## src/rtl/ssm_pkg.sv

```systemverilog
package ssm_pkg;

  typedef struct packed {
    logic long_mode;
    logic cpol;
    logic cpha;
    logic last_pulse;
  } ssm_cfg_t;

  // Number of data bits for the selected word length.
  function automatic int word_bits(input logic long_mode, input int long_w);
    return long_mode ? long_w : long_w - 1;
  endfunction

  // Bit position idx (0 = start) lies inside the data field.
  function automatic logic in_data(input int idx, input int dlen);
    return (idx >= 1) && (idx <= dlen);
  endfunction

  // Non-idle clock level wanted at bit position idx, tick cnt.
  function automatic logic pulse_on(input int idx, input int cnt, input int dlen,
                                    input int os, input logic cpha,
                                    input logic last_pulse);
    logic live;
    live = in_data(idx, dlen) && !((idx == dlen) && !last_pulse);
    return live && (cpha ? (cnt < os / 2) : (cnt >= os / 2));
  endfunction

endpackage

```

## src/rtl/ssm_bit_timer.sv

```systemverilog
module ssm_bit_timer #(
  parameter int OS_RATE = 16,
  parameter int CNT_W   = 4,
  parameter int IDX_W   = 4
) (
  input  logic             clk,
  input  logic             rst_n,
  input  logic             tick,
  input  logic             start,
  input  logic [IDX_W-1:0] last_idx,
  input  logic [IDX_W-1:0] dlen,
  output logic             active,
  output logic [IDX_W-1:0] bit_idx,
  output logic [CNT_W-1:0] phase,
  output logic             sample_evt,
  output logic             done_evt
);
  import ssm_pkg::*;

  logic bit_end;

  assign bit_end    = (phase == CNT_W'(OS_RATE - 1));
  assign sample_evt = active && tick && (phase == CNT_W'(OS_RATE / 2 - 1)) &&
                      in_data(int'(bit_idx), int'(dlen));
  assign done_evt   = active && tick && bit_end && (bit_idx == last_idx);

  always_ff @(posedge clk) begin
    if (!rst_n) begin
      active  <= 1'b0;
      bit_idx <= '0;
      phase   <= '0;
    end else if (start && !active) begin
      active  <= 1'b1;
      bit_idx <= '0;
      phase   <= '0;
    end else if (active && tick) begin
      if (bit_end) begin
        phase <= '0;
        if (bit_idx == last_idx) active <= 1'b0;
        else bit_idx <= bit_idx + 1'b1;
      end else begin
        phase <= phase + 1'b1;
      end
    end
  end


  phase_hold_chk: assert property (@(posedge clk) disable iff (!rst_n)
    active && !tick |=> $stable(phase) && $stable(bit_idx));


  idx_bound_chk: assert property (@(posedge clk) disable iff (!rst_n)
    active |-> bit_idx <= last_idx);


  frame_open_chk: assert property (@(posedge clk) disable iff (!rst_n)
    start && !active |=> active && (bit_idx == '0) && (phase == '0));

endmodule

```

## src/rtl/ssm_rx_capture.sv

```systemverilog
module ssm_rx_capture #(
  parameter int LONG_W = 9,
  parameter int IDX_W  = 4
) (
  input  logic              clk,
  input  logic              rst_n,
  input  logic              start,
  input  logic              sample_evt,
  input  logic [IDX_W-1:0]  slot,
  input  logic              rxd,
  input  logic              done_evt,
  output logic [LONG_W-1:0] rx_word,
  output logic              rx_strobe
);

  logic [LONG_W-1:0] grab_q;
  logic [LONG_W-1:0] grab_d;

  always_comb begin
    grab_d = grab_q;
    for (int i = 0; i < LONG_W; i++) begin
      if (sample_evt && (slot == IDX_W'(i))) grab_d[i] = rxd;
    end
  end

  always_ff @(posedge clk) begin
    if (!rst_n) begin
      grab_q    <= '0;
      rx_word   <= '0;
      rx_strobe <= 1'b0;
    end else begin
      grab_q    <= start ? '0 : grab_d;
      rx_strobe <= done_evt;
      if (done_evt) rx_word <= grab_d;
    end
  end


  strobe_width_chk: assert property (@(posedge clk) disable iff (!rst_n)
    rx_strobe |=> !rx_strobe);


  grab_quiet_chk: assert property (@(posedge clk) disable iff (!rst_n)
    !sample_evt && !start |=> $stable(grab_q));

endmodule

```

## src/rtl/ssm_line_drive.sv

```systemverilog
module ssm_line_drive #(
  parameter int OS_RATE = 16,
  parameter int CNT_W   = 4,
  parameter int IDX_W   = 4,
  parameter int LONG_W  = 9
) (
  input  logic              clk,
  input  logic              rst_n,
  input  logic              active,
  input  logic [IDX_W-1:0]  bit_idx,
  input  logic [CNT_W-1:0]  phase,
  input  logic [IDX_W-1:0]  dlen,
  input  logic              cpol,
  input  logic              cpha,
  input  logic              last_pulse,
  input  logic [LONG_W-1:0] tx_word,
  output logic              txd,
  output logic              sclk
);
  import ssm_pkg::*;

  logic tx_next;
  logic pulse_next;

  always_comb begin
    tx_next = 1'b1;
    if (active) begin
      if (bit_idx == '0) begin
        tx_next = 1'b0;
      end else begin
        for (int i = 0; i < LONG_W; i++) begin
          if ((int'(bit_idx) == i + 1) && (i < int'(dlen))) tx_next = tx_word[i];
        end
      end
    end
  end

  assign pulse_next = active && pulse_on(int'(bit_idx), int'(phase), int'(dlen),
                                         OS_RATE, cpha, last_pulse);

  always_ff @(posedge clk) begin
    if (!rst_n) begin
      txd  <= 1'b1;
      sclk <= 1'b0;
    end else begin
      txd  <= tx_next;
      sclk <= cpol ^ pulse_next;
    end
  end


  idle_clock_chk: assert property (@(posedge clk) disable iff (!rst_n)
    !$past(active) |-> sclk == $past(cpol));


  start_low_chk: assert property (@(posedge clk) disable iff (!rst_n)
    $past(active) && ($past(bit_idx) == '0) |-> !txd);


  idle_line_chk: assert property (@(posedge clk) disable iff (!rst_n)
    !$past(active) |-> txd);

endmodule

```

## src/rtl/sync_serial_master.sv

```systemverilog
module sync_serial_master #(
  parameter int OS_RATE   = 16,
  parameter int LONG_W    = 9,
  parameter int STOP_BITS = 1
) (
  input  logic              clk,
  input  logic              rst_n,
  input  logic              os_tick,
  input  logic              cfg_long,
  input  logic              cfg_cpol,
  input  logic              cfg_cpha,
  input  logic              cfg_last_pulse,
  input  logic              load_en,
  input  logic [LONG_W-1:0] load_word,
  input  logic              rxd,
  output logic              txd,
  output logic              sclk,
  output logic              busy,
  output logic [LONG_W-1:0] rx_word,
  output logic              rx_strobe
);
  import ssm_pkg::*;

  localparam int CNT_W = $clog2(OS_RATE);
  localparam int IDX_W = $clog2(LONG_W + STOP_BITS + 2);

  ssm_cfg_t          cfg_q;
  logic [LONG_W-1:0] word_q;
  logic              active;
  logic              load_acc;
  logic [IDX_W-1:0]  bit_idx;
  logic [CNT_W-1:0]  phase;
  logic [IDX_W-1:0]  dlen;
  logic [IDX_W-1:0]  last_idx;
  logic [IDX_W-1:0]  slot;
  logic              sample_evt;
  logic              done_evt;

  assign load_acc = load_en && !active;
  assign dlen     = IDX_W'(word_bits(cfg_q.long_mode, LONG_W));
  assign last_idx = IDX_W'(word_bits(cfg_q.long_mode, LONG_W) + STOP_BITS);
  assign slot     = bit_idx - 1'b1;
  assign busy     = active;

  always_ff @(posedge clk) begin
    if (!rst_n) begin
      cfg_q  <= '0;
      word_q <= '0;
    end else begin
      if (!active) cfg_q <= '{long_mode: cfg_long, cpol: cfg_cpol,
                              cpha: cfg_cpha, last_pulse: cfg_last_pulse};
      if (load_acc) word_q <= load_word;
    end
  end

  ssm_bit_timer #(.OS_RATE(OS_RATE), .CNT_W(CNT_W), .IDX_W(IDX_W)) u_timer (
    .clk(clk), .rst_n(rst_n), .tick(os_tick), .start(load_acc),
    .last_idx(last_idx), .dlen(dlen), .active(active), .bit_idx(bit_idx),
    .phase(phase), .sample_evt(sample_evt), .done_evt(done_evt)
  );

  ssm_line_drive #(.OS_RATE(OS_RATE), .CNT_W(CNT_W), .IDX_W(IDX_W),
                   .LONG_W(LONG_W)) u_drive (
    .clk(clk), .rst_n(rst_n), .active(active), .bit_idx(bit_idx),
    .phase(phase), .dlen(dlen), .cpol(cfg_q.cpol), .cpha(cfg_q.cpha),
    .last_pulse(cfg_q.last_pulse), .tx_word(word_q), .txd(txd), .sclk(sclk)
  );

  ssm_rx_capture #(.LONG_W(LONG_W), .IDX_W(IDX_W)) u_capture (
    .clk(clk), .rst_n(rst_n), .start(load_acc), .sample_evt(sample_evt),
    .slot(slot), .rxd(rxd), .done_evt(done_evt), .rx_word(rx_word),
    .rx_strobe(rx_strobe)
  );


  cfg_freeze_chk: assert property (@(posedge clk) disable iff (!rst_n)
    active && $past(active) |-> $stable(cfg_q) && $stable(word_q));


  done_busy_chk: assert property (@(posedge clk) disable iff (!rst_n)
    rx_strobe |-> !busy && $past(busy));


  no_reload_chk: assert property (@(posedge clk) disable iff (!rst_n)
    active && load_en |=> $stable(word_q));

endmodule

```

## config.mk

```make
export PLATFORM = sky130hd
export DESIGN_NAME = sync_serial_master
export DESIGN_NICKNAME = d
export VERILOG_FILES = /design/src/rtl/ssm_pkg.sv /design/src/rtl/ssm_bit_timer.sv /design/src/rtl/ssm_rx_capture.sv /design/src/rtl/ssm_line_drive.sv /design/src/rtl/sync_serial_master.sv
export SDC_FILE = /design/constraint.sdc
export NUM_CORES = 1
export LEC_CHECK = 0
export BUFFER_PORTS_ARGS = -buffer_cell sky130_fd_sc_hd__buf_4
export CAP_MARGIN = 20
export CORE_MARGIN = 3
export CORE_UTILIZATION = 57
export DETAILED_ROUTE_END_ITERATION = 7
export PLACE_DENSITY_LB_ADDON = 0.25
export SLEW_MARGIN = 20
export SYNTH_ARGS = -nofsm -noshare
export SYNTH_HDL_FRONTEND = slang
export SYNTH_HIERARCHICAL = 1
export SYNTH_SLANG_ARGS = --single-unit
```

## constraint.sdc

```tcl
create_clock -name clk -period 2.7 [get_ports clk]
set_input_delay 0.54 -clock clk [delete_from_list [all_inputs] [get_ports clk]]
set_output_delay 0.54 -clock clk [all_outputs]
set_load 0.01 [all_outputs]
```

==> summary.md, run 1 <==
| Metric | Value |
|---|---|
| Result of the run | `finished clean` |
| Routing usage on met3 | `roughly 4.2%` |
| Synth warn | `6` |
| Top delay family on crit path | `simple AND/OR/NAND/NOR gates` |
| Setup repair after global routing missed its margin | `false` |
| Syn Area/Cell | `8.44 sq um` |
| Startpoint Class | `flop` |
| Power after layout | `approximately 1.2 mW` |
| Leak pwr | `1.13 nW` |
| First-pass GRT wire length | `just under 9000 um` |
| Cells along the critical path | `inv_1, ha_1, or4b_2, nand3_1, a21oi_1, nand2_1, or4_2, a21oi_1` |
| Fraction of final layout cells sized beyond drive strength 1 | `19.0%` |
| Final setup violation count | `0` |
| Number of hold violations in the final report | `0` |
| Number of placement rows | `22` |
| Cell at the root of the clock tree | `clkbuf_8` |
| Post-Syn Instances | `between 200 and 300` |
| Final period demand of the worst path | `between 2 and 2.5 ns` |
| Total iterations of the first detailed-routing run | `4` |
| Register clock-pin slew on the reported worst setup and hold paths | `0.08 ns` |
| Worst-case clock buffer depth | `2` |
| Max-slew violation total from the final report | `0` |
| IO Count | `31` |
| Initial cell density of the core | `a little over 60%` |
| Number of global-route vias before repair | `roughly 2k` |
| Met2 Track Usage GR | `between 30% and 40%` |
| Width of the die | `between 70 and 80 um` |
| Average wire length per cell after detail routing | `12.6 um` |
| Area of the core region | `3830 sq um` |
| Remaining global-route overflow | `0` |
| Number of buffers inserted by post-CTS setup repair | `0` |
| CTS Hold Buffers Added | `0` |
| WHS Path Cells | `2` |
| Fmax | `0.434 GHz` |
| P per Cell Area | `between 400 and 500 nW/um^2` |
| Primary FF master, synth | `dfxtp_1` |
| CTS tree | `built` |
| Placed instance count | `382` |
| Relative area change from synthesis to final layout | `19.6%` |
| Quantity of gates resized following cts | `0` |
| Number of remaining DRC errors | `0` |
| Post-Route Skew | `just under 0.005 ns` |
| Summed instance area of the synthesized netlist | `around 2400 sq um` |
| Final HPWL DP | `between 3000 and 4000 um` |
| Relative slew slack | `about three fifths` |
| Final wirelength | `around 4900 um` |
| Sinks on the clock net | `43` |
| Slowest library cell on the worst path | `or4_2` |
| Antenna violations before repair | `0` |
| Flops & latches, synth | `43` |
| Minimum setup slack in the final design | `between 0.3 and 0.4 ns` |
| Area of the die | `4970 sq um` |
| Cell variety after synth | `54` |
| Worst R2R Path Depth | `8` |
| Via density | `between 5 and 6` |
| CTS H-tree depth | `2` |
| Required @ worst endpoint | `about 3 ns` |
| Number of cells on the critical path | `8` |
| Arrival time reported for the critical path endpoint | `between 2 and 3 ns` |
| Chip height | `approximately 71 um` |
| Peak supply drop | `approximately 0.37 mV` |
| Synth async-reset ratio | `0%` |
| Count of antenna-violating nets left after detailed routing | `0` |
| Maximum fanout encountered on the critical timing path | `8` |
| Total negative slack | `0 ns` |
| Fin cells | `slightly below 400` |
| Clock buffers created by TritonCTS | `5` |
| Max-cap violations | `0` |
| Area share of the leading cell type in the synthesized netlist | `between 30% and 40%` |
| EDFF count, synth | `0` |
| Total number of vias | `2067` |
| Number of DRC violations after detailed-routing iteration 0 | `90` |
| Net count, final | `372` |
| Critical setup path kind | `reg2reg` |
| Hold Path Class | `reg2reg` |
| Overall fraction of global-route tracks in use | `roughly a fifth` |
| Met1 usage | `between 20 and 30%` |
| Antenna cells | `0` |
| Cell types occupying the most area after synthesis | `dfxtp_1, ha_1, o21ai_0, a21oi_1, a21boi_2` |
| Clock latency on the worst-skew pair | `around 0.29 ns` |
| Type of element capturing the critical path | `flop` |
| Worst path most repeated cell | `a21oi_1` |
| Maximum number of pins on one net before global-route repair | `30` |
| Transition time at the pin with the least slew margin | `between 0.5 and 0.6 ns` |
| Most utilized layer in the global route result | `met2` |
| Portion of the clock cycle consumed by the worst path in the final layout | `85.4%` |
| Most area-hungry cell type in the Yosys netlist | `dfxtp_1` |
| Port buffer count | `30` |
| Buffers plus inverters on the worst setup path | `1` |
| Part of the Yosys area used for sequential elements | `roughly 36%` |
| Global placement routability congestion | `around 0.9` |
| Biggest cell delay along the critical path | `0.66 ns` |
| Post-placement setup slack | `0.385 ns` |
-- flip-flops by register name, indices dropped and copies added, names as in the netlist --
signal	flops
u_capture/rx_strobe	1
u_timer/phase	4
u_timer/active	1
u_capture/rx_word	9
u_capture/grab_q	9
word_q	9
u_drive/txd	1
u_drive/sclk	1
u_timer/bit_idx	4
cfg_q	4
-- synth_stat cells, drive strengths merged (6+ instances only) --
| master | instances |
|---|---|
| nand2b | 7 |
| a31oi | 11 |
| nand3 | 9 |
| clkbuf | 6 |
| a21oi | 22 |
| or3 | 7 |
| ha | 13 |
| o21ai | 25 |
| dfxtp | 43 |
| xor2 | 9 |
| a21boi | 9 |
| nor2 | 12 |
| nand2 | 27 |
| inv | 18 |
-- final cells by class --
type                    instances  area, sq um
clock buffers                   7         76.3
clock inverters                 1         5.00
fillers                       300          988
inverters                      19         76.3
multi-input cells             234         1470
flip-flops and latches         43          861
well taps                      48         60.1
repair buffers                 38          285
-- cells by family after synthesis --
logic type / after synthesis / synth area share (%)
other cells: 2 / 0.317
mux: 4 / 1.69
fa+ha+maj: 13 / 6.86
buf+inv: 29 / 5.54
flops: 43 / 36.3
compound gates: 88 / 23.9
xor+xnor: 10 / 3.69
simple gates: 92 / 21.7
-- worst paths after layout --
check,start,to,slack [ns]
min reg2reg,word_q[6],word_q[6],0.47
min,word_q[6],word_q[6],0.47
max reg2reg,u_timer/bit_idx[0],u_capture/grab_q[6],0.39
max,u_timer/bit_idx[0],u_capture/grab_q[6],0.39
-- worst register-to-register path: stages (launching register included) --
cell	delay (ns)
dfxtp_1	0.41
inv_1	0.09
ha_1	0.21
or4b_2	0.19
nand3_1	0.08
a21oi_1	0.20
nand2_1	0.19
or4_2	0.66
a21oi_1	0.19
-- cells in the final DEF, fill, tap and decap left out, types with 2 or more instances in the layout --
cell type  instances
nand2_1           27
mux2i_1            4
o22ai_1            4
nand4_1            4
or4_1              2
nand3_1            8
a21boi_2           9
o21ai_0           24
nor2_1            12
o21a_1             2
or4b_2             2
and2_1             3
a211oi_1           2
ha_1              13
nand2b_1           6
or3_1              6
nor2b_1            5
inv_1             18
clkbuf_8           5
xor2_1             9
buf_4             38
nor3_1             4
o31ai_1            5
conb_1            27
dfxtp_1           43
a21oi_1           22
clkbuf_1           2
a31oi_1           11
-- stage by stage --
stage	cell area, sq um	utilization [%]	hold WS (ns)
6_report	2840	74.2	0.467
5_1_grt	2840	74.2	0.497
4_1_cts	2840	74.2	0.473
3_5_place_dp	2760	72.0	0.461
3_3_place_gp	2760	72.0	0.455
2_1_floorplan	2470	-	0.443
-- power breakdown --
part           total, mW  switching [mW]  leakage (nW)  internal, mW
clock network      0.393           0.211        0.0422         0.182
registers          0.659         0.00916         0.349         0.650
logic              0.131          0.0708         0.740        0.0602
-- layer usage --
layer  vias to the layer above  share of wire, %
met3                         6               3.4
met2                        39                49
met4                         0               1.2
met1                       925                47
li1                       1097                 -
met5                         -                 0
Power figures use the tool's default switching activity.
==> inputs of run 2 (changes only) <==
PLACE_DENSITY = 0.79   (was not set)
PLACE_DENSITY_LB_ADDON = not set   (was 0.25)
==> run 2 against run 1 <==
  * Worst hold slack worse by 0.0033 ns
  * Clock power hardly changed
  * Largest cell class unchanged
  * Critical path depth is 1 lower
  * Total power is 0.13% higher
  * Clock skew is 0.0025 ns lower
  * Clock-buffer cell count is 2 lower
  * First-iteration DRC count is 18% higher
  * Core utilization is 0.46 points higher
==> summary.md, run 2 (synthesis gave the netlist of run 1 again) <==
| Metric | Value |
|---|---|
| WHS Path Cells | `2 (unchanged)` |
| CTS Hold Buffers Added | `0 (unchanged)` |
| Number of placement rows | `22 (unchanged)` |
| Leak pwr | `1.15 nW (+1.4%)` |
| Antenna cells | `0 (unchanged)` |
| Power after layout | `1.18 mW (+0.13%)` |
| Number of remaining DRC errors | `0 (unchanged)` |
| Net count, final | `374 (+0.54%)` |
| Largest registers in the final layout | `u_capture/grab_q (9), u_capture/rx_word (9), word_q (9)` |
| R2r setup slk | `0.43 ns (+0.04 ns)` |
| Commonest cells after routing, fill and taps aside | `dfxtp_1, buf_4, nand2_1, conb_1, o21ai_0` |
| Peak supply drop | `0.542 mV (+47%)` |
| Number of hold violations in the final report | `0 (unchanged)` |
| Chip height | `70.5 um (unchanged)` |
| Arrival time reported for the critical path endpoint | `2.49 ns (-0.03 ns)` |
| Total iterations of the first detailed-routing run | `4 (unchanged)` |
| Type of element capturing the critical path | `flop` |
| Setup repair after global routing missed its margin | `false` |
| Number of DRC violations after detailed-routing iteration 0 | `106 (+18%)` |
| Hold Path Class | `reg2reg` |
| Commonest non-fill, non-tap cell in the layout | `dfxtp_1` |
| Number of buffers inserted by post-CTS setup repair | `0 (unchanged)` |
| Post-Route Skew | `0.00247 ns (-0.00248 ns)` |
| Transition time at the pin with the least slew margin | `0.594 ns (+0.00897 ns)` |
| Via density | `5.30 (about the same)` |
| Final HPWL DP | `3610 um (+2.1%)` |
| Total number of vias | `2077 (+0.48%)` |
| Relative area change from synthesis to final layout | `20.4%` |
| Final period demand of the worst path | `2.27 ns (-0.0384 ns)` |
| Max-slew violation total from the final report | `0 (unchanged)` |
| Quantity of gates resized following cts | `0 (unchanged)` |
| Worst R2R Path Depth | `7 (-1)` |
| Count of antenna-violating nets left after detailed routing | `0 (unchanged)` |
| Sinks on the clock net | `43 (unchanged)` |
| Area of the core region | `3830 sq um (unchanged)` |
| Port buffer count | `30 (unchanged)` |
| Clock latency on the worst-skew pair | `0.29 ns (about the same)` |
| Antenna violations before repair | `0 (unchanged)` |
| Clock buffers created by TritonCTS | `5 (unchanged)` |
| Worst-case clock buffer depth | `2 (unchanged)` |
| Portion of the clock cycle consumed by the worst path in the final layout | `84.0% (-1.4 points)` |
| IO Count | `31 (unchanged)` |
| Maximum fanout encountered on the critical timing path | `8 (unchanged)` |
| Relative slew slack | `60.1% (-0.60 points)` |
| Total negative slack | `0 ns (unchanged)` |
| Required @ worst endpoint | `2.92 ns (about the same)` |
| Startpoint Class | `flop` |
| Register clock-pin slew on the reported worst setup and hold paths | `0.08 ns (about the same)` |
| Area of the die | `4970 sq um (unchanged)` |
| Post-route worst hold slack | `0.464 ns (-0.00328 ns)` |
| Final wirelength | `4900 um (-0.35%)` |
| Global placement routability congestion | `0.798 (-9.2%)` |
| Overall fraction of global-route tracks in use | `21.1% (-0.049 points)` |
| Remaining global-route overflow | `0 (unchanged)` |
| CTS tree | `built` |
| Width of the die | `70.5 um (unchanged)` |
| Cell at the root of the clock tree | `clkbuf_8` |
| Critical setup path kind | `reg2reg` |
| Fraction of final layout cells sized beyond drive strength 1 | `20.1% (+1.1 points)` |
| Fmax | `0.441 GHz (+1.7%)` |
| Initial cell density of the core | `62.0% (unchanged)` |
| Maximum number of pins on one net before global-route repair | `30 (unchanged)` |
| Final setup violation count | `0 (unchanged)` |
| Average wire length per cell after detail routing | `12.5 um (-0.85%)` |
| Result of the run | `finished clean` |
| Number of global-route vias before repair | `2014 (+2.8%)` |
| P per Cell Area | `415 nW/um^2 (-0.48%)` |
| Max-cap violations | `0 (unchanged)` |
| First-pass GRT wire length | `8610 um (-0.39%)` |
| CTS H-tree depth | `2 (unchanged)` |
-- run 2: metrics by stage --
step	instances	worst slack, ns	util (%)	area, sq um
global placement	384	0.445	72.4	2770
CTS	392	0.417	74.6	2860
floorplan	306	0.427	-	2470
detailed placement	384	0.386	72.4	2770
finish	392	0.432	74.6	2860
global route	392	0.230	74.6	2860
-- run 2: cell type report --
class	instances	area, sq um
inverters	19	76.3
repair buffers	40	300
clock inverters	3	15.0
fillers	318	971
well taps	48	60.1
multi-input cells	234	1470
flip-flops and latches	43	861
clock buffers	5	68.8
-- run 2: path summary, 6_finish.rpt --
kind                            from                   end
setup / recovery  u_timer/bit_idx[3]  u_capture/rx_word[2]
hold / removal             word_q[8]             word_q[8]
setup reg to reg  u_timer/bit_idx[3]  u_capture/rx_word[2]
hold reg to reg            word_q[8]             word_q[8]
-- run 2: worst max-delay path, stage by stage, from the launching register on --
cell,delay [ns]
dfxtp_1,0.35
ha_1,0.34
a21oi_1,0.15
o21ai_0,0.09
a21oi_1,0.21
nand2_1,0.20
or4b_2,0.67
a31oi_1,0.19
-- run 2: per-layer routing --
metal / share of wire [%] / up-vias / global-route usage (%)
li1: - / 1099 / -
met1: 47 / 943 / 26.3
met2: 49 / 29 / 36.5
met3: 3.2 / 6 / 4.89
met4: 1.1 / 0 / 5.11
met5: 0 / - / 0
-- run 2: report_power, final --
group	internal, mW	switching (mW)	leakage (nW)
registers	0.650	0.00949	0.349
clock network	0.177	0.217	0.0477
logic	0.0600	0.0709	0.751
total	0.887	0.297	1.15
==> inputs of run 3 (changes only) <==
clock period = 2.1 ns   (was 2.7 ns; I/O delays follow)
==> run 3 against run 2 <==
  * Clock skew increased by 0.0016 ns
  * Maximum frequency grew 8.1%
  * Flip-flop and latch count stayed put
  * First-iteration DRC count rose by 34%
  * Non-clock buffer count rose by 9
  * Sequential share of layout area shrank 1.8 points
  * Cell area increased by 7.9%
  * Global-route usage down 0.29 points
  * Highest routed layer unchanged
==> summary.md, run 3 (synthesis gave the netlist of run 1 again) <==
| Metric | Value |
|---|---|
| Result of the run | `finished clean` |
| Type of element capturing the critical path | `flop` |
| Number of remaining DRC errors | `0 (unchanged)` |
| Area of the die | `4970 sq um (unchanged)` |
| CTS Hold Buffers Added | `0 (unchanged)` |
| Met1 usage | `27.1% (+0.75 points)` |
| Hold Path Class | `in2reg` |
| Antenna cells | `0 (unchanged)` |
| P per Cell Area | `535 nW/um^2 (+29%)` |
| Clock buffers created by TritonCTS | `5 (unchanged)` |
| Relative area change from synthesis to final layout | `29.9%` |
| Final design area excluding fillers | `3080 sq um (+7.9%)` |
| Average wire length per cell after detail routing | `13.1 um (+4.5%)` |
| Number of hold violations in the final report | `0 (unchanged)` |
| Met2 Track Usage GR | `35.3% (-1.1 points)` |
| Number of fill cells in the layout | `261 (-18%)` |
| CTS tree | `built` |
| Worst R2R Path Depth | `8 (+1)` |
| Commonest non-fill, non-tap cell in the layout | `buf_4` |
| Portion of the clock cycle consumed by the worst path in the final layout | `99.9% (+16 points)` |
| First-pass GRT wire length | `8530 um (-0.96%)` |
| Net count, final | `383 (+2.4%)` |
| Max-slew violation total from the final report | `0 (unchanged)` |
| Sinks on the clock net | `43 (unchanged)` |
| Startpoint Class | `flop` |
| Final period demand of the worst path | `2.10 ns (-0.170 ns)` |
| CTS H-tree depth | `2 (unchanged)` |
| Worst flop-to-flop path endpoint | `u_capture/rx_word[0]` |
| Max-cap violations | `0 (unchanged)` |
| Area of the core region | `3830 sq um (unchanged)` |
| Transition time at the pin with the least slew margin | `0.494 ns (-0.100 ns)` |
| Maximum fanout encountered on the critical timing path | `6 (-2)` |
| Required @ worst endpoint | `2.33 ns (-0.59 ns)` |
| Peak supply drop | `0.391 mV (-28%)` |
| Most utilized layer in the global route result | `met2` |
| Fin cells | `401 (+2.3%)` |
| Global placement routability congestion | `0.823 (+3.2%)` |
| Routing usage on met3 | `4.75% (-0.14 points)` |
| Register clock-pin slew on the reported worst setup and hold paths | `0.09 ns (about the same)` |
| Total negative slack | `0 ns (unchanged)` |
| Critical setup path kind | `reg2reg` |
| Number of DRC violations after detailed-routing iteration 0 | `142 (+34%)` |
| Clock latency on the worst-skew pair | `0.30 ns (about the same)` |
| Remaining global-route overflow | `0 (unchanged)` |
| Leak pwr | `1.21 nW (+5.5%)` |
| Fraction of final layout cells sized beyond drive strength 1 | `28.3% (+8.3 points)` |
| Chip height | `70.5 um (unchanged)` |
| Final wirelength | `5240 um (+6.9%)` |
| Width of the die | `70.5 um (unchanged)` |
| Antenna violations before repair | `0 (unchanged)` |
| Count of antenna-violating nets left after detailed routing | `0 (unchanged)` |
| IO Count | `31 (unchanged)` |
| Post-route worst hold slack | `0.368 ns (-0.0958 ns)` |
| Cell at the root of the clock tree | `clkbuf_8` |
| Final HPWL DP | `3490 um (-3.3%)` |
| Initial cell density of the core | `62.0% (unchanged)` |
| Total iterations of the first detailed-routing run | `4 (unchanged)` |
| Power after layout | `1.65 mW (+39%)` |
| Number of placement rows | `22 (unchanged)` |
| Relative slew slack | `66.6% (+6.5 points)` |
| Post-Route Skew | `0.00410 ns (+0.00163 ns)` |
| Largest registers in the final layout | `u_capture/grab_q (9), u_capture/rx_word (9), word_q (9)` |
| Final setup violation count | `0 (unchanged)` |
| Via density | `5.36 (+1.2%)` |
| Maximum number of pins on one net before global-route repair | `30 (unchanged)` |
| Overall fraction of global-route tracks in use | `20.8% (-0.29 points)` |
| Placed instance count | `391 (+1.8%)` |
| Beginning of the worst hold path | `load_word[4]` |
| Port buffer count | `30 (unchanged)` |
| R2r setup slk | `0.002 ns (-0.43 ns)` |
| Total number of vias | `2150 (+3.5%)` |
| Launching point of the worst reg2reg path | `u_timer/bit_idx[1]` |
| Setup repair after global routing missed its margin | `true` |
| Worst-case clock buffer depth | `2 (unchanged)` |
| Hold path endpoint | `word_q[4]` |
| Commonest cells after routing, fill and taps aside | `buf_4, dfxtp_1, conb_1` |
| WHS Path Cells | `3 (+1)` |
| Arrival time reported for the critical path endpoint | `2.33 ns (-0.16 ns)` |
| Number of global-route vias before repair | `1972 (-2.1%)` |
| Total cell area at the placement stage | `2850 sq um (+2.8%)` |
| Fmax | `0.477 GHz (+8.1%)` |
## run 3: changes by cell type in the layout (fill, tap and decap cells not counted), sizes merged
cell and change:
buf +9, clkinv -2, inv +1, clkbuf +1
## run 3: layer usage
metal  up-vias  part of all wire [%]
li1       1121                     -
met1       979                    49
met2        45                    46
met3         5                   4.0
met4         0                  0.78
met5         -                     0
## run 3: how the worst max path moves through the flow
stage / start / endpoint / slack, ns / depth (start not counted)
floorplan: u_timer/bit_idx[0] / u_capture/rx_word[0] / 0.03 / 8
global placement: u_timer/bit_idx[3] / u_capture/rx_word[0] / 0.007 / 7
detailed placement: u_timer/bit_idx[0] / u_capture/rx_word[0] / -0.02 / 9
finish: u_timer/bit_idx[1] / u_capture/rx_word[0] / 0.002 / 8
global route: u_timer/bit_idx[0] / u_capture/grab_q[2] / -0.08 / 7
CTS: u_timer/bit_idx[0] / u_capture/grab_q[0] / 0.01 / 8
## run 3: worst max-delay path, cell delays in order (launching register included)
cell and delay [ns]:
dfxtp_4 0.39, inv_2 0.05, ha_2 0.15, or4b_4 0.20
nand3_4 0.06, a21oi_4 0.16, or3b_4 0.43, or4_4 0.44
a31oi_1 0.17
## run 3: power by group
| group | switching, mW | total [mW] | internal [mW] |
|---|---|---|---|
| Clock | 0.307 | 0.620 | 0.313 |
| Sequential | 0.0135 | 0.847 | 0.833 |
| Combinational | 0.0972 | 0.180 | 0.0833 |
| Total | 0.418 | 1.65 | 1.23 |
## run 3: layout make-up
type	count	area, sq um	area share, %
Multi-Input combinational cell	234	1580	51.4
Sequential cell	43	872	28.3
Timing Repair Buffer	49	375	12.2
Clock buffer	6	93.8	3.05
Inverter	19	78.8	2.56
Tap cell	48	60.1	1.95
Clock inverter	2	17.5	0.569
## run 3: timing repair
action	CTS	global route
resized for setup	1	24
pin swaps	2	6
cloned	0	0
endpoints found under the setup margin	3	19
buffers inserted	0	2
## run 3: through the flow
stage	worst slack [ns]	utilization (%)
finish	0.00216	80.5
global route	-0.0848	80.5
CTS	0.0135	77.4
detailed placement	-0.0189	74.5
global placement	0.00679	74.5
floorplan	0.0296	-
